--- config.mk ---
export PLATFORM = sky130hd
export DESIGN_NAME = lookahead_biquad
export DESIGN_NICKNAME = d
export VERILOG_FILES = /design/src/rtl/lookahead_biquad_pkg.sv /design/src/rtl/lookahead_biquad_fir.sv /design/src/rtl/lookahead_biquad_recur.sv /design/src/rtl/lookahead_biquad_quant.sv /design/src/rtl/lookahead_biquad.sv
export SDC_FILE = /design/constraint.sdc
export NUM_CORES = 1
export LEC_CHECK = 0
export ABC_AREA = 1
export BUFFER_PORTS_ARGS = -buffer_cell sky130_fd_sc_hd__buf_2
export CAP_MARGIN = 25
export CORE_MARGIN = 2
export CORE_UTILIZATION = 29
export DETAILED_ROUTE_END_ITERATION = 6
export PLACE_DENSITY = 0.43
export SKIP_CTS_REPAIR_TIMING = 1
export SYNTH_ARGS = -nofsm -noshare
export SYNTH_HDL_FRONTEND = slang
export SYNTH_SLANG_ARGS = --single-unit
--- constraint.sdc ---
create_clock -name clk -period 12.5 [get_ports clk]
set_clock_uncertainty 0.15 [all_clocks]
set_input_delay 1.25 -clock clk [delete_from_list [all_inputs] [get_ports clk]]
set_output_delay 1.25 -clock clk [all_outputs]
set_load 0.03 [all_outputs]
--- src/rtl/lookahead_biquad_pkg.sv ---
package lookahead_biquad_pkg;

   // smallest look-ahead factor the two-register feedback loop supports
   localparam int LA_MIN = 2;

   // numerator length needed to cancel the extra look-ahead poles
   function automatic int num_taps(input int la);
      return 2 * la - 1;
   endfunction

   // output history needed for the far feedback term
   function automatic int hist_depth(input int la);
      return 2 * la;
   endfunction

endpackage

--- src/rtl/lookahead_biquad_fir.sv ---
module lookahead_biquad_fir #(
   parameter int DATA_W   = 16,
   parameter int COEF_W   = 16,
   parameter int NUM_TAPS = 7,
   parameter logic [NUM_TAPS*COEF_W-1:0] NUM_COEF = '0
) (
   input  logic                                        clk,
   input  logic                                        rst,
   input  logic                                        shift_en,
   input  logic [DATA_W-1:0]                           sample,
   input  logic                                        mul_en,
   output logic [NUM_TAPS-1:0][DATA_W+COEF_W-1:0]      prod
);
   localparam int PROD_W = DATA_W + COEF_W;

   // tap line, index 0 is the newest accepted sample
   logic [NUM_TAPS-1:0][DATA_W-1:0] tap_q;

   if (NUM_TAPS > 1) begin : g_line
      always_ff @(posedge clk) begin
         if (rst)
            tap_q <= '0;
         else if (shift_en)
            tap_q <= {tap_q[NUM_TAPS-2:0], sample};
      end
   end else begin : g_single
      always_ff @(posedge clk) begin
         if (rst)
            tap_q <= '0;
         else if (shift_en)
            tap_q <= sample;
      end
   end

   for (genvar k = 0; k < NUM_TAPS; k++) begin : g_mul
      localparam logic [COEF_W-1:0] CK = NUM_COEF[k*COEF_W +: COEF_W];
      logic signed [PROD_W-1:0] x_ext;
      logic signed [PROD_W-1:0] c_ext;
      logic        [PROD_W-1:0] p_q;

      assign x_ext = {{COEF_W{tap_q[k][DATA_W-1]}}, tap_q[k]};
      assign c_ext = {{DATA_W{CK[COEF_W-1]}}, CK};

      always_ff @(posedge clk) begin
         if (rst)
            p_q <= '0;
         else if (mul_en)
            p_q <= x_ext * c_ext;
      end

      assign prod[k] = p_q;
   end

endmodule

--- src/rtl/lookahead_biquad_recur.sv ---
module lookahead_biquad_recur #(
   parameter int DATA_W   = 16,
   parameter int COEF_W   = 16,
   parameter int LA_DEPTH = 4,
   parameter logic [COEF_W-1:0] DEN_NEAR = '0,
   parameter logic [COEF_W-1:0] DEN_FAR  = '0
) (
   input  logic                                 clk,
   input  logic                                 rst,
   input  logic                                 wr_en,
   input  logic [DATA_W-1:0]                    y_new,
   input  logic                                 pending,
   input  logic                                 mul_en,
   output logic [1:0][DATA_W+COEF_W-1:0]        fb_prod,
   output logic [DATA_W-1:0]                    newest
);
   localparam int PROD_W = DATA_W + COEF_W;
   localparam int HD     = lookahead_biquad_pkg::hist_depth(LA_DEPTH);

   // output history, index 0 is the most recent written output
   logic [HD-1:0][DATA_W-1:0] hist_q;

   always_ff @(posedge clk) begin
      if (rst)
         hist_q <= '0;
      else if (wr_en)
         hist_q <= {hist_q[HD-2:0], y_new};
   end

   assign newest = hist_q[0];

   // term 0 reaches back LA_DEPTH samples, term 1 twice as far.
   // One older sample may still sit in the adder stage (pending),
   // in which case the wanted output is one slot closer to the head.
   for (genvar j = 0; j < 2; j++) begin : g_fb
      localparam int          LAG = (j + 1) * LA_DEPTH;
      localparam logic [COEF_W-1:0] CJ = (j == 0) ? DEN_NEAR : DEN_FAR;
      logic        [DATA_W-1:0] y_sel;
      logic signed [PROD_W-1:0] y_ext;
      logic signed [PROD_W-1:0] c_ext;
      logic        [PROD_W-1:0] p_q;

      assign y_sel = pending ? hist_q[LAG-2] : hist_q[LAG-1];
      assign y_ext = {{COEF_W{y_sel[DATA_W-1]}}, y_sel};
      assign c_ext = {{DATA_W{CJ[COEF_W-1]}}, CJ};

      always_ff @(posedge clk) begin
         if (rst)
            p_q <= '0;
         else if (mul_en)
            p_q <= y_ext * c_ext;
      end

      assign fb_prod[j] = p_q;
   end

endmodule

--- src/rtl/lookahead_biquad_quant.sv ---
module lookahead_biquad_quant #(
   parameter int DATA_W   = 16,
   parameter int PROD_W   = 32,
   parameter int ACC_W    = 40,
   parameter int FRAC     = 14,
   parameter int NUM_TAPS = 7
) (
   input  logic [NUM_TAPS-1:0][PROD_W-1:0] num_prod,
   input  logic [1:0][PROD_W-1:0]          fb_prod,
   output logic [DATA_W-1:0]               y_q
);
   localparam logic signed [ACC_W-1:0] Q_MAX = ACC_W'((64'sd1 <<< (DATA_W - 1)) - 64'sd1);
   localparam logic signed [ACC_W-1:0] Q_MIN = -Q_MAX - ACC_W'(1);

   function automatic logic signed [ACC_W-1:0] sext(input logic [PROD_W-1:0] v);
      return {{(ACC_W-PROD_W){v[PROD_W-1]}}, v};
   endfunction

   logic signed [ACC_W-1:0] acc;
   logic signed [ACC_W-1:0] scaled;

   always_comb begin
      acc = '0;
      for (int k = 0; k < NUM_TAPS; k++)
         acc = acc + sext(num_prod[k]);
      acc = acc - sext(fb_prod[0]) - sext(fb_prod[1]);
   end

   if (FRAC > 0) begin : g_round
      localparam logic signed [ACC_W-1:0] HALF = ACC_W'(64'sd1 <<< (FRAC - 1));
      assign scaled = (acc + HALF) >>> FRAC;
   end else begin : g_plain
      assign scaled = acc;
   end

   always_comb begin
      if (scaled > Q_MAX)
         y_q = Q_MAX[DATA_W-1:0];
      else if (scaled < Q_MIN)
         y_q = Q_MIN[DATA_W-1:0];
      else
         y_q = scaled[DATA_W-1:0];
   end

endmodule

--- src/rtl/lookahead_biquad.sv ---
module lookahead_biquad
   import lookahead_biquad_pkg::*;
#(
   parameter int DATA_W    = 16,
   parameter int COEF_W    = 16,
   parameter int COEF_FRAC = 14,
   parameter int ACC_W     = 40,
   parameter int LA_DEPTH  = 4,
   parameter logic [num_taps(LA_DEPTH)*COEF_W-1:0] NUM_COEF =
      {16'd64, 16'd256, 16'd768, 16'd2048, 16'd3072, 16'd4096, 16'd4096},
   parameter logic [COEF_W-1:0] DEN_NEAR = 16'hF800,
   parameter logic [COEF_W-1:0] DEN_FAR  = 16'h0040
) (
   input  logic              clk,
   input  logic              rst,
   input  logic              in_valid,
   input  logic [DATA_W-1:0] in_sample,
   output logic              out_valid,
   output logic [DATA_W-1:0] out_sample
);
   localparam int NT     = num_taps(LA_DEPTH);
   localparam int PROD_W = DATA_W + COEF_W;

   if (LA_DEPTH < LA_MIN) begin : g_err_la
      $error("look-ahead factor below the loop register count");
   end
   if (DATA_W < 2 || DATA_W > 31) begin : g_err_dw
      $error("DATA_W out of supported range");
   end
   if (ACC_W < PROD_W + $clog2(NT + 2)) begin : g_err_acc
      $error("accumulator too narrow for the product sum");
   end
   if (COEF_FRAC < 0 || COEF_FRAC >= ACC_W) begin : g_err_frac
      $error("COEF_FRAC out of range");
   end

   // stage valids: s1 = taps loaded, s2 = products loaded
   logic s1_vld, s2_vld;

   always_ff @(posedge clk) begin
      if (rst) begin
         s1_vld    <= 1'b0;
         s2_vld    <= 1'b0;
         out_valid <= 1'b0;
      end else begin
         s1_vld    <= in_valid;
         s2_vld    <= s1_vld;
         out_valid <= s2_vld;
      end
   end

   logic [NT-1:0][PROD_W-1:0] num_prod;
   logic [1:0][PROD_W-1:0]    fb_prod;
   logic [DATA_W-1:0]         y_next;

   lookahead_biquad_fir #(
      .DATA_W   (DATA_W),
      .COEF_W   (COEF_W),
      .NUM_TAPS (NT),
      .NUM_COEF (NUM_COEF)
   ) u_fir (
      .clk      (clk),
      .rst      (rst),
      .shift_en (in_valid),
      .sample   (in_sample),
      .mul_en   (s1_vld),
      .prod     (num_prod)
   );

   lookahead_biquad_recur #(
      .DATA_W   (DATA_W),
      .COEF_W   (COEF_W),
      .LA_DEPTH (LA_DEPTH),
      .DEN_NEAR (DEN_NEAR),
      .DEN_FAR  (DEN_FAR)
   ) u_recur (
      .clk      (clk),
      .rst      (rst),
      .wr_en    (s2_vld),
      .y_new    (y_next),
      .pending  (s2_vld),
      .mul_en   (s1_vld),
      .fb_prod  (fb_prod),
      .newest   (out_sample)
   );

   lookahead_biquad_quant #(
      .DATA_W   (DATA_W),
      .PROD_W   (PROD_W),
      .ACC_W    (ACC_W),
      .FRAC     (COEF_FRAC),
      .NUM_TAPS (NT)
   ) u_quant (
      .num_prod (num_prod),
      .fb_prod  (fb_prod),
      .y_q      (y_next)
   );

endmodule

==> results of run 1 <==
==> cell type report <==
cell class / count / area, µm² / share of cell area
Tap cell: 1030 / 1289 / 0.05168
Inverter: 374 / 1416 / 0.05680
Clock buffer: 75 / 1463 / 0.05865
Clock inverter: 10 / 125.1 / 0.005017
Timing Repair Buffer: 47 / 270.3 / 0.01084
Antenna cell: 1 / 2.502 / 0.0001003
Multi-Input combinational cell: 2010 / 12400 / 0.4971
Sequential cell: 398 / 7975 / 0.3198
==> logic make-up after synthesis <==
logic type / synth area share
adders and majority gates: 0.1917
AOI/OAI and AO/OA: 0.1284
and+or+nand+nor: 0.1954
DFF: 0.3557
muxes: 0.01106
buffers and inverters: 0.09078
xor gates and xnor gates: 0.02698
==> registers in the layout, indices dropped and copies added (netlist names) <==
register           flops
u_recur.hist_q       112
u_recur.newest        16
out_valid              1
s2_vld                 1
u_recur.g_fb.p_q      37
u_fir.g_mul.p_q      118
s1_vld                 1
u_fir.g_mul.x_ext    112
==> power breakdown <==
group          switching (mW)  leakage, nW  internal (mW)  total [mW]
sequential             0.0635         3.27           1.35        1.41
clock                   0.570        0.782          0.843        1.41
combinational            2.17         8.10           1.09        3.26
==> stage by stage <==
step	cells	power, mW	cell area, µm²	hold slack, ps
finish	3945	6.083	24940	313.5
CTS	3944	6.203	24940	317.3
global placement	3859	4.767	23350	297.5
floorplan	2927	3.819	22400	278.8
detailed placement	3859	4.744	23350	308.9
global route	3944	6.653	24940	337.0
==> metal layers <==
layer,GRT usage,part of all wire,vias to the layer above
li1,-,-,9118
met1,0.2209,0.50,8399
met2,0.2528,0.45,213
met3,0.01898,0.030,69
met4,0.03751,0.019,0
met5,0,0,-
==> worst min-delay path, cell delays in order (launching register included) <==
cell,delay (ps)
dfxtp_1,290
inv_1,70
a21oi_1,60
==> placed cells by master, fill, tap and decap left out, types with 3 or more instances in the layout <==
cell type and n:
clkbuf_1 11, nor2_1 696, clkinv_2 4, or2_0 3, nand2_2 6, xor2_1 40
buf_2 33, nor2_2 13, o211ai_1 21, ha_1 140, nor3_1 4, xnor2_1 29
o21ai_1 7, buf_4 14, nand2_1 314, a21oi_1 113, o21ai_0 358, mux2i_1 22
a31oi_1 9, a21o_1 3, a21oi_2 10, nand4_1 8, fa_1 127, a221oi_1 3
inv_2 8, nand3_2 4, dfxtp_1 396, clkbuf_8 16, a21boi_0 3, nand3_1 53
inv_1 363, o21bai_1 4, clkbuf_16 48
==> worst min-delay path by stage <==
stage                                                   from                            endpoint  slack [ps]  cells past startpoint
after floorplan              u_recur.hist_q[50]$_SDFFE_PP0P_     u_recur.hist_q[66]$_SDFFE_PP0P_         280                      2
final                     u_fir.g_mul[6].p_q[6]$_SDFFE_PP0P_  u_fir.g_mul[6].p_q[6]$_SDFFE_PP0P_         310                      2
after global routing      u_fir.g_mul[6].p_q[9]$_SDFFE_PP0P_  u_fir.g_mul[6].p_q[9]$_SDFFE_PP0P_         340                      2
after global placement    u_fir.g_mul[6].p_q[6]$_SDFFE_PP0P_  u_fir.g_mul[6].p_q[6]$_SDFFE_PP0P_         300                      2
after CTS                 u_fir.g_mul[6].p_q[9]$_SDFFE_PP0P_  u_fir.g_mul[6].p_q[9]$_SDFFE_PP0P_         320                      2
after detailed placement  u_fir.g_mul[6].p_q[9]$_SDFFE_PP0P_  u_fir.g_mul[6].p_q[9]$_SDFFE_PP0P_         310                      2
==> flow_metrics.tcl, run 1 <==
set metrics [dict create \
    status "finished clean" \
    dr.pass1.iters 6 \
    finalHoldViolations 0 \
    slew_headroom 0.3860 \
    path_delay_family "adder cells" \
    cts_made_buffers 47 \
    setup.worst_path.end "u_recur.newest[1]$_SDFFE_PP0P_" \
    fin_util 0.3273 \
    reg2reg_slack_ps 5620 \
    cts_sinks 398 \
    worstPathRequired_ps 12880 \
    place_ws_ps 5570 \
    min_path_type "flip-flop to flip-flop" \
    cts_tree "built" \
    io_pins 36 \
    finish.net_count 3164 \
    clk_pin_slew_ps 60 \
    reg2reg_depth 31 \
    viasPerCell 4.512 \
    cp_num_cells 31 \
    seq_area_frac_synth 0.3557 \
    fillers 8229 \
    cp.arrival_ps 7260 \
    antenna_found_initial 1 \
    finalCriticalPeriod_ps 6882 \
    io_buffers 35 \
    crit_slowest_cell "fa_1" \
    finalSetupViolCount 0 \
    r2r-start "u_fir.g_mul[0].p_q[13]$_SDFFE_PP0P_" \
    slew_violations 0 \
    grt_max_degree 144 \
    routed_wl_mm 61.27 \
    die_h_um 281.9 \
    clock_path_buffers 3 \
    finalCritPeriodShare 0.5505 \
    drc_errors 0 \
    fmax_ghz 0.1453 \
    path_buf_inv 6 \
    crit_type "flip-flop to flip-flop" \
    grt_pass1_vias 17740 \
    netlist.area_leader.share 0.3557 \
    synth_area_per_cell_um2 7.652 \
    tightest_slew_ps 921.0 \
    power_density_nw_per_um2 243.9 \
    drt_first_iter_violations 1036 \
    yosysMostFrequentCell "nor2_1" \
    dp_hpwl_mm 43.82 \
    cp_max_fo 19 \
    yosys_warnings 0 \
    synth_fp_nets 3213 \
    die_x_um 281.9 \
    start_util 0.2939 \
    wl_per_cell_um 15.53 \
    grt_pass1_wl_mm 98.64 \
    track_usage 0.1563 \
    layout-drive-gt1-share 0.06074 \
    root_buffer "clkbuf_16" \
    worst_ir_drop_vdd_mv 0.1697 \
    critPathLaunch "u_fir.g_mul[0].p_q[13]$_SDFFE_PP0P_" \
    synth_cells 2927 \
    ys_ff_latch 398 \
    clk_latency_ps 590 \
    area_growth_pct 11.34 \
    rsz0062_at_grt "false" \
    core_um2 76200 \
    crit_path_frequent_cell "inv_1" \
    reg2reg_to "u_recur.newest[1]$_SDFFE_PP0P_" \
    syn-cell-area_um2 22400 \
    max_cap_viol_count 0 \
    finalWorstSetupSlack_ps 5618 \
    tns_ps 0 \
    std_cell_rows 101 \
    ant_nets 0 \
    synth-async-reset-ratio 0 \
    synth_common_cells "696 x nor2_1, 398 x dfxtp_1, 365 x inv_1, 358 x o21ai_0, 314 x nand2_1" \
    start_kind "flip-flop" \
    yosysTopAreaCell "dfxtp_1" \
    ys.flop_type "dfxtp_1" \
    die_area_um2 79470 \
    vias 17800 \
    leakagePower_nw 12.15 \
    synthTopCellsByArea "dfxtp_1 36%, nor2_1 12%, fa_1 11%, o21ai_0 8.0%, ha_1 7.8%" \
    critical-path-max-stage-delay_ps 510 \
    synth_cell_types 48 \
    h-tree-depth 2 \
    endpoint_kind "flip-flop" \
    synth-edff-count 0 \
    grt_overflow 0 \
    place_congestion 0.8297 \
]
(Power assumes the default switching activity.)
==> run 2, diff against run 1 <==
PLACE_DENSITY = 0.44   (was 0.43)
clock period = 5.89 ns   (was 12.5 ns; I/O delays follow)
==> flow_metrics.tcl, run 2 (synthesized netlist as in run 1, its figures left out) <==
set metrics [dict create \
    reg2reg_slack_ps -30 \
    min_path_type "input pin to flip-flop" \
    viasPerCell 4.468 \
    start_util 0.2939 \
    mostFrequentLayoutCells "661 x nor2_1, 393 x dfxtp_1, 357 x o21ai_0, 349 x inv_1, 264 x nand2_1" \
    place_area_um2 24130 \
    hold_ws_ps 52.99 \
    ant_nets 0 \
    endpoint_kind "flip-flop" \
    status "finished with violations" \
    clk_latency_ps 610 \
    cp_max_fo 8 \
    std_cell_rows 101 \
    worstPathRequired_ps 6210 \
    die_h_um 281.9 \
    dp_hpwl_mm 44.54 \
    drt_first_iter_violations 1007 \
    antenna_cells 0 \
    drc_errors 0 \
    io_pins 36 \
    crit_slowest_cell "fa_2" \
    grt_overflow 0 \
    final_area_um2 26840 \
    reg2reg_to "u_recur.newest[10]$_SDFFE_PP0P_" \
    clock_path_buffers 3 \
    finalCritPeriodShare 1.005 \
    reg2reg_depth 32 \
    root_buffer "clkbuf_16" \
    worst_ir_drop_vdd_mv 0.4134 \
    place_congestion 0.8369 \
    vias 18160 \
    layout-drive-gt1-share 0.1516 \
    fin_cells 4064 \
    tightest_slew_ps 989.1 \
    power_mw 16.58 \
    antenna_found_initial 0 \
    cts_made_buffers 47 \
    finalHoldViolations 0 \
    leakagePower_nw 12.87 \
    top_register "u_fir.g_mul.p_q" \
    max_cap_viol_count 0 \
    critical-path-max-stage-delay_ps 490 \
    grt_pass1_wl_mm 100.7 \
    crit_type "flip-flop to flip-flop" \
    finalCriticalPeriod_ps 5919 \
    fin_util 0.3522 \
    cts_tree "built" \
    failed_checks "setup timing" \
    fmax_ghz 0.1690 \
    core_um2 76200 \
    dp_cells 3962 \
    min_delay_path_depth 3 \
    grt_max_degree 161 \
    slew_violations 0 \
    setup.worst_path.end "u_recur.newest[10]$_SDFFE_PP0P_" \
    power_density_nw_per_um2 617.7 \
    finish.net_count 3284 \
    start_kind "flip-flop" \
    rsz0062_at_grt "true" \
    clk_pin_slew_ps 60 \
    routed_wl_mm 62.32 \
    dr.pass1.iters 5 \
    largest_reg_flops 118 \
    r2r-start "u_fir.g_mul[2].p_q[13]$_SDFFE_PP0P_" \
    die_x_um 281.9 \
    finalWorstSetupSlack_ps -28.73 \
    die_area_um2 79470 \
    slew_headroom 0.3406 \
    h-tree-depth 2 \
    area_growth_pct 19.83 \
    place_ws_ps -596.1 \
    tns_ps -129.3 \
    track_usage 0.1581 \
    cp.arrival_ps 6240 \
    cts_sinks 398 \
    wl_per_cell_um 15.34 \
    critPathLaunch "u_fir.g_mul[2].p_q[13]$_SDFFE_PP0P_" \
    finalSetupViolCount 8 \
    final_common_cell "nor2_1" \
    grt_pass1_vias 18060 \
    io_buffers 35 \
]
## run 2: cell types whose count changed in the layout (fill, tap and decap cells not counted), sizes merged
cell	delta
bufinv	+2
diode	-1
buf	+118
inv	-1
clkinvlp	+1
clkinv	+11
nand2	+2
clkbuf	-13
## run 2: report_power, final
| part | switching [mW] | total, mW | internal (mW) |
|---|---|---|---|
| clock network | 1.22 | 2.94 | 1.72 |
| registers | 0.136 | 3.00 | 2.86 |
| logic | 6.22 | 10.6 | 4.42 |
| total | 7.58 | 16.6 | 9.00 |
## run 2: cell type report
class / instances / area [µm²]
clock buffers: 62 / 1282
clock inverters: 23 / 269.0
fillers: 8092 / 49360
inverters: 374 / 1416
multi-input cells: 2012 / 13400
flip-flops and latches: 398 / 7979
well taps: 1030 / 1289
repair buffers: 165 / 1200
## run 2: how the worst min path moves through the flow
stage	startpoint	to	slack (ps)
after global routing	in_sample[7]	u_fir.g_mul[0].x_ext[7]$_SDFFE_PP0P_	50
after floorplan	u_recur.hist_q[50]$_SDFFE_PP0P_	u_recur.hist_q[66]$_SDFFE_PP0P_	280
after global placement	u_fir.g_mul[6].p_q[6]$_SDFFE_PP0P_	u_fir.g_mul[6].p_q[6]$_SDFFE_PP0P_	300
final	in_sample[7]	u_fir.g_mul[0].x_ext[7]$_SDFFE_PP0P_	50
after CTS	in_sample[7]	u_fir.g_mul[0].x_ext[7]$_SDFFE_PP0P_	20
after detailed placement	u_recur.hist_q[50]$_SDFFE_PP0P_	u_recur.hist_q[66]$_SDFFE_PP0P_	310
## run 2: routing by layer
metal,track usage,up-vias,routed length [µm]
li1,-,9357,-
met1,0.2245,8521,31000
met2,0.2559,214,28680
met3,0.01906,67,1647
met4,0.03492,0,996
met5,0,-,0
## run 2: worst max-delay path, delay by kind of cell (launching register included)
family | cells | cell delay [ps]
AO/OA/AOI/OAI | 2 | 300
XOR/XNOR | 1 | 240
adder cells (fa/ha/maj) | 7 | 2500
buffers and inverters | 7 | 550
flip-flops | 1 | 320
AND/OR/NAND/NOR | 15 | 1730
